==> src/rtl/updn_counter_pkg.sv <==
package updn_counter_pkg;

  // Strobes handed from the control unit to the datapath each cycle.
  typedef struct packed {
    logic clr;
    logic load;
    logic inc;
    logic dec;
  } ctrlStrobes_t;

  localparam int NUM_CNT_INPUTS = 2;
  localparam int UP_IDX = 0;
  localparam int DN_IDX = 1;

endpackage

==> src/rtl/updn_sync_edge.sv <==
module updn_sync_edge #(
  parameter int STAGES = 2
) (
  input  logic clk,
  input  logic rstN,
  input  logic din,
  output logic level,
  output logic rise
);

  // pipe[STAGES-1] is the synchronized level; pipe[STAGES] is its
  // previous value, used for edge detection. Reset to ones so that an
  // idle-high input gives no false edge when reset is released.
  logic [STAGES:0] pipe;

  always_ff @(posedge clk or negedge rstN) begin
    if (!rstN) pipe <= '1;
    else       pipe <= {pipe[STAGES-1:0], din};
  end

  assign level = pipe[STAGES-1];
  assign rise  = pipe[STAGES-1] & ~pipe[STAGES];

  // One edge yields exactly one rise strobe
  assert_single_rise_R2: assert property (@(posedge clk) disable iff (!rstN)
    rise |=> !rise);

endmodule

==> src/rtl/updn_ctrl.sv <==
module updn_ctrl
  import updn_counter_pkg::*;
#(
  parameter int SYNC_STAGES = 2
) (
  input  logic         clk,
  input  logic         rstN,
  input  logic         upCntIn,
  input  logic         dnCntIn,
  input  logic         clrIn,
  input  logic         loadN,
  output ctrlStrobes_t strobes,
  output logic         upLevel,
  output logic         dnLevel
);

  logic [NUM_CNT_INPUTS-1:0] rawIn;
  logic [NUM_CNT_INPUTS-1:0] syncLevel;
  logic [NUM_CNT_INPUTS-1:0] syncRise;

  assign rawIn[UP_IDX] = upCntIn;
  assign rawIn[DN_IDX] = dnCntIn;

  for (genvar ch = 0; ch < NUM_CNT_INPUTS; ch++) begin : g_chan
    updn_sync_edge #(.STAGES(SYNC_STAGES)) i_sync (
      .clk   (clk),
      .rstN  (rstN),
      .din   (rawIn[ch]),
      .level (syncLevel[ch]),
      .rise  (syncRise[ch])
    );
  end

  logic countAllowed;
  assign countAllowed = !clrIn && loadN;

  always_comb begin
    strobes      = '0;
    strobes.clr  = clrIn;
    strobes.load = !clrIn && !loadN;
    strobes.inc  = countAllowed && syncRise[UP_IDX] && !syncRise[DN_IDX];
    strobes.dec  = countAllowed && syncRise[DN_IDX] && !syncRise[UP_IDX];
  end

  assign upLevel = syncLevel[UP_IDX];
  assign dnLevel = syncLevel[DN_IDX];

  // At most one action per cycle
  assert_one_action_R6: assert property (@(posedge clk) disable iff (!rstN)
    $onehot0({strobes.clr, strobes.load, strobes.inc, strobes.dec}));

  // No count step while clear or load is active
  assert_load_blocks_count_R7: assert property (@(posedge clk) disable iff (!rstN)
    (!loadN || clrIn) |-> !(strobes.inc || strobes.dec));

endmodule

==> src/rtl/updn_datapath.sv <==
module updn_datapath
  import updn_counter_pkg::*;
#(
  parameter int WIDTH = 4
) (
  input  logic             clk,
  input  logic             rstN,
  input  ctrlStrobes_t     strobes,
  input  logic             upLevel,
  input  logic             dnLevel,
  input  logic [WIDTH-1:0] dataIn,
  output logic [WIDTH-1:0] count,
  output logic             carryN,
  output logic             borrowN
);

  localparam logic [WIDTH-1:0] MAX_VAL = '1;
  localparam logic [WIDTH-1:0] ONE_VAL = WIDTH'(1);

  always_ff @(posedge clk or negedge rstN) begin
    if (!rstN)             count <= '0;
    else if (strobes.clr)  count <= '0;
    else if (strobes.load) count <= dataIn;
    else if (strobes.inc)  count <= count + ONE_VAL;
    else if (strobes.dec)  count <= count - ONE_VAL;
  end

  logic atMax;
  logic atMin;
  assign atMax   = (count == MAX_VAL);
  assign atMin   = (count == '0);
  assign carryN  = !(atMax && !upLevel);
  assign borrowN = !(atMin && !dnLevel);

  assert_clear_zero_R6: assert property (@(posedge clk) disable iff (!rstN)
    strobes.clr |=> (count == '0));

  assert_load_copies_R7: assert property (@(posedge clk) disable iff (!rstN)
    strobes.load |=> (count == $past(dataIn)));

  assert_inc_step_R2: assert property (@(posedge clk) disable iff (!rstN)
    strobes.inc |=> (count == $past(count) + ONE_VAL));

  assert_dec_step_R3: assert property (@(posedge clk) disable iff (!rstN)
    strobes.dec |=> (count == $past(count) - ONE_VAL));

  assert_hold_R5: assert property (@(posedge clk) disable iff (!rstN)
    !(strobes.clr || strobes.load || strobes.inc || strobes.dec) |=> $stable(count));

endmodule

==> src/rtl/updn_counter.sv <==
module updn_counter
  import updn_counter_pkg::*;
#(
  parameter int WIDTH       = 4,
  parameter int SYNC_STAGES = 2
) (
  input  logic             clk,
  input  logic             rstN,
  input  logic             upCntIn,
  input  logic             dnCntIn,
  input  logic             clrIn,
  input  logic             loadN,
  input  logic [WIDTH-1:0] dataIn,
  output logic [WIDTH-1:0] countOut,
  output logic             carryN,
  output logic             borrowN
);

  ctrlStrobes_t strobes;
  logic         upLevel;
  logic         dnLevel;

  updn_ctrl #(.SYNC_STAGES(SYNC_STAGES)) i_ctrl (
    .clk     (clk),
    .rstN    (rstN),
    .upCntIn (upCntIn),
    .dnCntIn (dnCntIn),
    .clrIn   (clrIn),
    .loadN   (loadN),
    .strobes (strobes),
    .upLevel (upLevel),
    .dnLevel (dnLevel)
  );

  updn_datapath #(.WIDTH(WIDTH)) i_datapath (
    .clk     (clk),
    .rstN    (rstN),
    .strobes (strobes),
    .upLevel (upLevel),
    .dnLevel (dnLevel),
    .dataIn  (dataIn),
    .count   (countOut),
    .carryN  (carryN),
    .borrowN (borrowN)
  );

  // Status outputs stay high whenever the count is strictly inside the range
  assert_flags_idle_R8: assert property (@(posedge clk) disable iff (!rstN)
    (countOut != '0 && countOut != '1) |-> (carryN && borrowN));

endmodule

==> config.mk <==
export PLATFORM = sky130hd
export DESIGN_NAME = updn_counter
export DESIGN_NICKNAME = d
export VERILOG_FILES = /design/src/rtl/updn_counter_pkg.sv /design/src/rtl/updn_sync_edge.sv /design/src/rtl/updn_ctrl.sv /design/src/rtl/updn_datapath.sv /design/src/rtl/updn_counter.sv
export SDC_FILE = /design/constraint.sdc
export NUM_CORES = 1
export LEC_CHECK = 0
export ABC_AREA = 0
export CAP_MARGIN = 25
export CORE_AREA = 2 2 39 41
export DETAILED_ROUTE_END_ITERATION = 10
export DIE_AREA = 0 0 41 43
export GPL_ROUTABILITY_DRIVEN = 0
export PLACE_DENSITY = 0.71
export SLEW_MARGIN = 20
export SYNTH_ARGS = -nofsm -noshare
export SYNTH_HDL_FRONTEND = slang
export SYNTH_SLANG_ARGS = --single-unit
==> constraint.sdc <==
create_clock -name clk -period 4.2 [get_ports clk]
set_input_delay 0.42 -clock clk [delete_from_list [all_inputs] [get_ports clk]]
set_output_delay 0.42 -clock clk [all_outputs]
set_load 0.1 [all_outputs]
### After elaboration in Yosys (flattened, before gate mapping)

Index checks and enable logic that the tools add are counted.

| storage, ports and cells | value |
|---|---|
| bits in registers | 10 |
| logic and storage cells | 32 |

| cells by class | value |
|---|---|
| add/subtract/negate cells | 2 |
| eq/ne operators | 1 |
| muxes and demuxes | 4 |
| bitwise gates (word level) | 4 |
| reductions and logical operators | 18 |

Operators with widths:

| cell | number |
|---|---|
| $mux 4 | 4 |
| $logic_and 1x1->1 | 8 |
| $logic_not 1->1 | 8 |
| $add 4x1->4 const B | 1 |
| $eq 4x4->1 const B | 1 |
| $logic_not 4->1 | 1 |
| $reduce_bool 4->1 | 1 |
| $sub 4x1->4 const B | 1 |
| $and 1x1->1 | 2 |
| $not 1->1 | 2 |

### Logic depth before layout (Yosys ltp)

Gate-level depths: netlist (run 1).

| logic depth | value |
|---|---|
| word-level depth | 8 |
| depth in mapped cells | 8 |
| mapped depth without buffers | 8 |

### Modules after synthesis

From an unflattened synthesis (run 1), not the netlist that was laid out.

| unflattened totals | value |
|---|---|
| cells, all modules | 55 |
| area, all modules | 596.8 um^2 |

By module, submodules not included:

| module | times used | cells an instance | area each (um^2) | sequential area each (um^2) |
|---|---|---|---|---|
| updn_datapath | 1 | 43 | 375.4 | 100.1 |
| updn_sync_edge | 2 | 4 | 92.6 | 78.8 |
| updn_ctrl | 1 | 4 | 36.3 | 0.0 |

### Worst setup path before layout (run 1)

No wires, ideal clock.

| timing path | value |
|---|---|
| path type | register to output |
| from | register i_datapath.count[0] |
| to | output borrowN |
| arrival time | 1.832 ns |
| required time | 3.780 ns |
| path slack | 1.948 ns |
| stages on the path, launching flop included | 3 |
| path buffers | 0 |
| cell sequence | dfrtp_1 nor3_1 nand2_1 |

| on the way | value |
|---|---|
| cells in the longest elaborated chain, start to end | 3 |

RTL lines:

| what | RTL line | source |
|---|---|---|
| start: declaration | updn_datapath.sv:12 | `output logic [WIDTH-1:0] count,` |
| start signal: assignment | updn_datapath.sv:23 | `else if (strobes.load) count <= dataIn;` |
| start signal: assignment | updn_datapath.sv:24 | `else if (strobes.inc) count <= count + ONE_VAL;` |
| start signal: assignment | updn_datapath.sv:25 | `else if (strobes.dec) count <= count - ONE_VAL;` |
| $logic_not 4->1 | updn_datapath.sv:31 | `assign atMin = (count == '0);` |
| $logic_and 1x1->1 | updn_datapath.sv:33 | `assign borrowN = !(atMin && !dnLevel);` |
| $logic_not 1->1 | updn_datapath.sv:33 |  |
| end: declaration | updn_counter.sv:16 | `output logic borrowN` |

Every way passes these cells.

### Worst setup path in the final report (run 1)

| timing path | value |
|---|---|
| from | register i_datapath.count[0] |
| to | output carryN |

| on the way | value |
|---|---|
| cells in the longest elaborated chain, start to end | 3 |

RTL lines:

| what | RTL line | source |
|---|---|---|
| $eq 4x4->1 | updn_datapath.sv:30 | `assign atMax = (count == MAX_VAL);` |
| $logic_and 1x1->1 | updn_datapath.sv:32 | `assign carryN = !(atMax && !upLevel);` |
| $logic_not 1->1 | updn_datapath.sv:32 |  |
| end: declaration | updn_counter.sv:15 | `output logic carryN,` |

Every way passes these cells.

==> results.md, run 1 <==
* Status: completed
* Post-Syn Nets at 61
* Cell taking the most area after synthesis: dfstp_2
* Post-synthesis cell type count at 26
* MaxCap Viol Count at 0
* Data required, critical path at 3.78 ns
* Total power draw at 0.000272 W
* Setup-failing EPs final at 0
* Cts repair resizes at 0
* Non-Filler Instances at 83
* Post-CTS setup buffers at 0
* First-pass DRT Iterations at 4
* Largest net degree at the start of global routing at 11
* First-pass GRT wire length at 1690 um
* Seq/Total Area, Yosys at 0.465
* Peak supply drop at 0.237 mV
* R2R cell count at 8
* Hold crit path type: reg -> reg
* Ys Warns at 0
* Cell Rows at 14
* Worst-margin pin slew at 0.961 ns
* Hold Path Sink: i_ctrl.g_chan[0].i_sync.pipe[1]
* Synth top area cells: dfstp_2 (28%), dfrtp_1 (18%), xnor2_4 (5.0%)
* Die Ht at 43 um
* Beginning of the worst hold path: i_ctrl.g_chan[0].i_sync.pipe[0]
* Worst setup EP type: output pin
* Hold Crit Depth at 0
* Initial antenna violation count at 0
* Share of layout cells above drive strength 1 at 0.254
* R2R Path Start: i_ctrl.g_chan[0].i_sync.pipe[1]
* Core ar. at 1380 um2
* PwrDens at 362 nW/um2
* CP startpoint kind: flip-flop
* Worst-path cell chain: nand4_1, or2_2, clkdlybuf4s50_1
* Leakage at 0.294 nW
* Synthesized area at 554 um2
* CTS root buf: clkbuf_4
* Tcrit/Tclk final at 0.605
* Number of global-route vias before repair at 429
* Clk buf depth at 2
* Worst Setup Path Type: reg -> out
* # diodes at 0
* Post-route DRC violation count at 0
* Arrival @ worst endpoint at 2.12 ns
* Placed insts at 79
* Post-layout min period at 2.54 ns
* Critical Path Fanout Max at 6
* Worst hold slack at 0.356 ns
* Finished Core Util at 0.542
* ANT nets after route at 0
* Starting density of the core at 0.401
* Sink Count at 10
* Clock insertion delay at the later pin of the skew report at 0.25 ns
* Commonest non-fill, non-tap cell in the layout: clkdlybuf4s50_1
* Final hold violation count at 0
* Final HPWL DP at 849 um
* RSZ-0062 raised after global routing: no
* DRT iter0 DRCs at 4
* Wire per inst at 12.1 um
* Num CTS Buffers at 3
* Syn-to-layout area delta at 35.4%
* Seq cells post-synth at 10
* Reg2Reg Setup Slack at 1.98 ns
* H-tree lvl count at 1
* Setup TNS at 0 ns
* Maximum clock frequency at 0.393 GHz
* Top cell type's share of synthesized area at 0.284
* Die area at 1760 um2
* CTS tree: done
* GRT overflow at 0
* Port buffer count at 15
* Relative slew slack at 0.357
* CP peak stage delay at 0.96 ns
* GRT Total Usage at 0.147
* Fin nets at 81
* Die X at 41 um
* Worst flop-to-flop path endpoint: i_datapath.count[3]
* Fin. max-slew vios at 0
* Slowest-stage cell, CP: clkdlybuf4s50_1
* Routed wire length at 1010 um
* Gate Count Post-Synth at 48
* Avg Vias per Cell at 5.08
* Hold Buf Count CTS at 0
* Vias at 422
* Worst Skew at 0.00203 ns
* Clk slew on worst S/H paths at 0.06 ns
* # IOs at 16
* Syn avg cell area at 11.5 um2
* Commonest cells after routing, fill and taps aside: clkdlybuf4s50_1 (15), dfstp_2 (6), nand2_1 (5), nor2_1 (5), dfrtp_1 (4)
==> registers in the layout, summed over array words and instances, names as in the netlist <==
signal	count
i_ctrl.g_chan.i_sync.pipe	6
i_datapath.count	4
==> per-stage QoR <==
stage / cell area (um2) / worst slack [ns]
3_3_place_gp: 724 / 1.67
4_1_cts: 751 / 1.65
3_5_place_dp: 724 / 1.61
6_report: 751 / 1.66
2_1_floorplan: 554 / 1.95
5_1_grt: 751 / 1.60
==> kinds of logic (layout without fill, tap and decap cells) <==
family,after synthesis,count (layout),synth area share
adders and majority gates,3,3,0.0813
muxes,2,2,0.0361
DFF,10,10,0.465
buffers and inverters,0,19,0
and+or+nand+nor,23,23,0.235
AOI/OAI and AO/OA,7,7,0.102
xor gates and xnor gates,3,3,0.0813
==> how the worst max path moves through the flow <==
| stage | from | to | slack [ns] | depth (start not counted) |
|---|---|---|---|---|
| floorplan | i_datapath.count[0] | borrowN | 1.95 | 2 |
| global placement | loadN | i_datapath.count[3] | 1.67 | 8 |
| detailed placement | loadN | i_datapath.count[3] | 1.61 | 8 |
| CTS | i_datapath.count[0] | carryN | 1.65 | 3 |
| global route | i_datapath.count[0] | carryN | 1.60 | 3 |
| finish | i_datapath.count[0] | carryN | 1.66 | 3 |
==> layer usage <==
metal  share of wire  global-route usage  vias up
met5               0                   0        -
met4           0.011               0.100        0
met3           0.042              0.0157        2
met2            0.51               0.225       12
met1            0.44               0.183      197
li1                -                   -      211
==> area by class of cell <==
cell class	count	area [um2]
timing repair buffer	15	150
tap	16	20.0
clock buffer	4	26.3
sequential	10	258
fill	134	633
multi-input combinational	38	297
==> worst max-delay path: cells and delay by family (launching register included) <==
kind / cells / cell delay, ns
buffers and inverters: 1 / 0.96
AND/OR/NAND/NOR: 2 / 0.42
flip-flops: 1 / 0.49
==> synthesized netlist by cell type (all sizes together) <==
| library cell | count |
|---|---|
| dfstp | 6 |
| nand2 | 5 |
| nor2 | 5 |
| dfrtp | 4 |
| nand2b | 3 |
| ha | 2 |
| mux2i | 2 |
| nor3 | 2 |
| o21ai | 2 |
| or2 | 2 |
| xnor2 | 2 |
| a211o | 1 |
| a211oi | 1 |
| a21bo | 1 |
| a21oi | 1 |
| and2b | 1 |
| fa | 1 |
| nand3 | 1 |
| nand4 | 1 |
| nand4b | 1 |
| nor3b | 1 |
| nor4 | 1 |
| o2111ai | 1 |
| xor2 | 1 |
==> where the power goes <==
| part | internal, W | switching, W |
|---|---|---|
| sequential | 0.000105 | 0.00000876 |
| combinational | 0.0000345 | 0.0000605 |
| clock | 0.0000363 | 0.0000262 |
No activity file was read; power rests on OpenSTA's default activity.
==> run 2, diff against run 1 <==
- clock period: 4.2 -> 2.6 ns (I/O delays scaled with it)
==> results.md, run 2 (synthesized netlist as in run 1, its figures left out) <==
* Status: completed
* Setup TNS at 0 ns (unchanged)
* Syn-to-layout area delta at 34.1%
* Die Ht at 43 um (unchanged)
* Final hold violation count at 0 (unchanged)
* DRT iter0 DRCs at 5 (+1)
* Commonest cells after routing, fill and taps aside: clkdlybuf4s50_1 (9), buf_4 (7), dfstp_2 (6)
* Worst flop-to-flop path endpoint: i_datapath.count[3]
* Largest net degree at the start of global routing at 11 (unchanged)
* Worst-margin pin slew at 0.395 ns (-0.566 ns)
* Max reg flops at 6 (unchanged)
* Multi-input logic area at 297 um2 (unchanged)
* Clock insertion delay at the later pin of the skew report at 0.25 ns (about the same)
* Fin. max-slew vios at 0 (unchanged)
* Data required, critical path at 2.73 ns (-1.05 ns)
* Number of global-route vias before repair at 423 (-1.4%)
* Vias at 417 (-1.2%)
* CTS root buf: clkbuf_4
* Hold crit path type: in -> async
* R2R cell count at 8 (unchanged)
* FILL cells at 128 (-4.5%)
* Tcrit/Tclk final at 0.860
* Starting density of the core at 0.401 (unchanged)
* Fin nets at 82 (+1.2%)
* Post-layout min period at 2.24 ns
* H-tree lvl count at 1 (unchanged)
* GRT Total Usage at 0.146 (-0.000451)
* Worst setup EP type: flip-flop
* Num CTS Buffers at 3 (unchanged)
* Core ar. at 1380 um2 (unchanged)
* Avg Vias per Cell at 4.96 (-2.4%)
* Post-CTS setup buffers at 0 (unchanged)
* Final instance area at 743 um2 (-1.0%)
* Reg2Reg Setup Slack at 0.36 ns (-1.62 ns)
* Die area at 1760 um2 (unchanged)
* Worst Skew at 0.00403 ns (+0.00201 ns)
* Routed wire length at 992 um (-1.3%)
* Slowest-stage cell, CP: dfstp_2
* # diodes at 0 (unchanged)
* Relative slew slack at 0.736 (+0.378)
* Placement Cell Area at 717 um2 (-1.0%)
* Clk buf depth at 2 (unchanged)
* Maximum clock frequency at 0.447 GHz
* Wire per inst at 11.8 um (-2.5%)
* Cell Rows at 14 (unchanged)
* R2R Path Start: i_ctrl.g_chan[0].i_sync.pipe[1]
* Peak supply drop at 0.318 mV (+35%)
* Placed insts at 80 (+1.3%)
* Largest Register: i_ctrl.g_chan.i_sync.pipe
* Initial antenna violation count at 0 (unchanged)
* CP peak stage delay at 0.53 ns (-0.43 ns)
* Worst Setup Path Type: reg -> reg
* Cts repair resizes at 0 (unchanged)
* Clk slew on worst S/H paths at 0.06 ns (about the same)
* PwrDens at 590 nW/um2 (+63%)
* Commonest non-fill, non-tap cell in the layout: clkdlybuf4s50_1
* Worst-path cell chain: and2b_4, nand2_1, or2_2, ha_1, a21oi_1, nand2_1, nor4_1, nor3_1
* MaxCap Viol Count at 0 (unchanged)
* RSZ-0062 raised after global routing: no
* Port buffer count at 15 (unchanged)
* Final HPWL DP at 852 um (+0.37%)
* Sink Count at 10 (unchanged)
* First-pass GRT wire length at 1700 um (+0.41%)
* Worst hold slack at 0.298 ns (-0.0585 ns)
* First-pass DRT Iterations at 2 (-2)
* Setup-failing EPs final at 0 (unchanged)
* Non-Filler Instances at 84 (+1.2%)
* GRT overflow at 0 (unchanged)
* CP startpoint kind: flip-flop
* Biggest regs: i_ctrl.g_chan.i_sync.pipe (6), i_datapath.count (4)
* Post-route DRC violation count at 0 (unchanged)
* Critical Path Fanout Max at 3 (-3)
* Register area at 258 um2 (unchanged)
* # IOs at 16 (unchanged)
* Hold Buf Count CTS at 0 (unchanged)
* Arrival @ worst endpoint at 2.36 ns (+0.24 ns)
* Share of layout cells above drive strength 1 at 0.353 (+0.0992)
* Leakage at 0.304 nW (+3.7%)
* ANT nets after route at 0 (unchanged)
* Cell mode on critical path: nand2_1
* CTS tree: done
* Die X at 41 um (unchanged)
[run 2: cell types whose count changed in the layout (fill, tap and decap cells not counted), sizes merged]
cell	previous run	this run
clkdlybuf4s50	15	9
buf	0	7
[run 2: power by group]
part           total [W]  switching [W]  internal [W]
Combinational   0.000152      0.0000983     0.0000540
Sequential      0.000183      0.0000130      0.000170
Clock           0.000103      0.0000440     0.0000588
[run 2: stage by stage]
step	util	worst slack [ns]	power (W)
2_1_floorplan	-	0.489	0.000294
3_3_place_gp	0.518	0.265	0.000338
3_5_place_dp	0.518	0.209	0.000340
4_1_cts	0.537	0.342	0.000448
5_1_grt	0.537	0.219	0.000468
6_report	0.537	0.364	0.000439
[run 2: critical path: cells and delay by family, from the launching register on]
kind            cells  cell delay, ns
simple gates        6            1.04
compound gates      1            0.22
flops               1            0.53
fa+ha+maj           1            0.32
[run 2: per-layer routing]
| layer | wire length (um) | global-route usage | up-vias |
|---|---|---|---|
| li1 | - | - | 211 |
| met1 | 410 | 0.182 | 196 |
| met2 | 528 | 0.225 | 10 |
| met3 | 53 | 0.0314 | 0 |
| met4 | 0 | 0.0800 | 0 |
| met5 | 0 | 0 | - |
[run 2: final cells by class]
cell class / count / area share
Clock buffer: 4 / 0.0354
Multi-Input combinational cell: 38 / 0.399
Sequential cell: 10 / 0.347
Tap cell: 16 / 0.0269
Timing Repair Buffer: 16 / 0.192
[run 2: worst max path at each step]
| stage | startpoint | to | slack (ns) |
|---|---|---|---|
| 2_1_floorplan | i_ctrl.g_chan[0].i_sync.pipe[1] | i_datapath.count[3] | 0.49 |
| 6_report | i_ctrl.g_chan[0].i_sync.pipe[1] | i_datapath.count[3] | 0.36 |
| 5_1_grt | i_ctrl.g_chan[0].i_sync.pipe[1] | i_datapath.count[3] | 0.22 |
| 3_5_place_dp | clrIn | i_datapath.count[3] | 0.21 |
| 3_3_place_gp | clrIn | i_datapath.count[3] | 0.26 |
| 4_1_cts | i_ctrl.g_chan[0].i_sync.pipe[1] | i_datapath.count[3] | 0.34 |
==> run 3, diff against run 2 <==
- ABC_CLOCK_PERIOD_IN_PS: default -> 2600
==> results of run 3 <==
Final layout, timing and power as in run 2 (identical DEF).
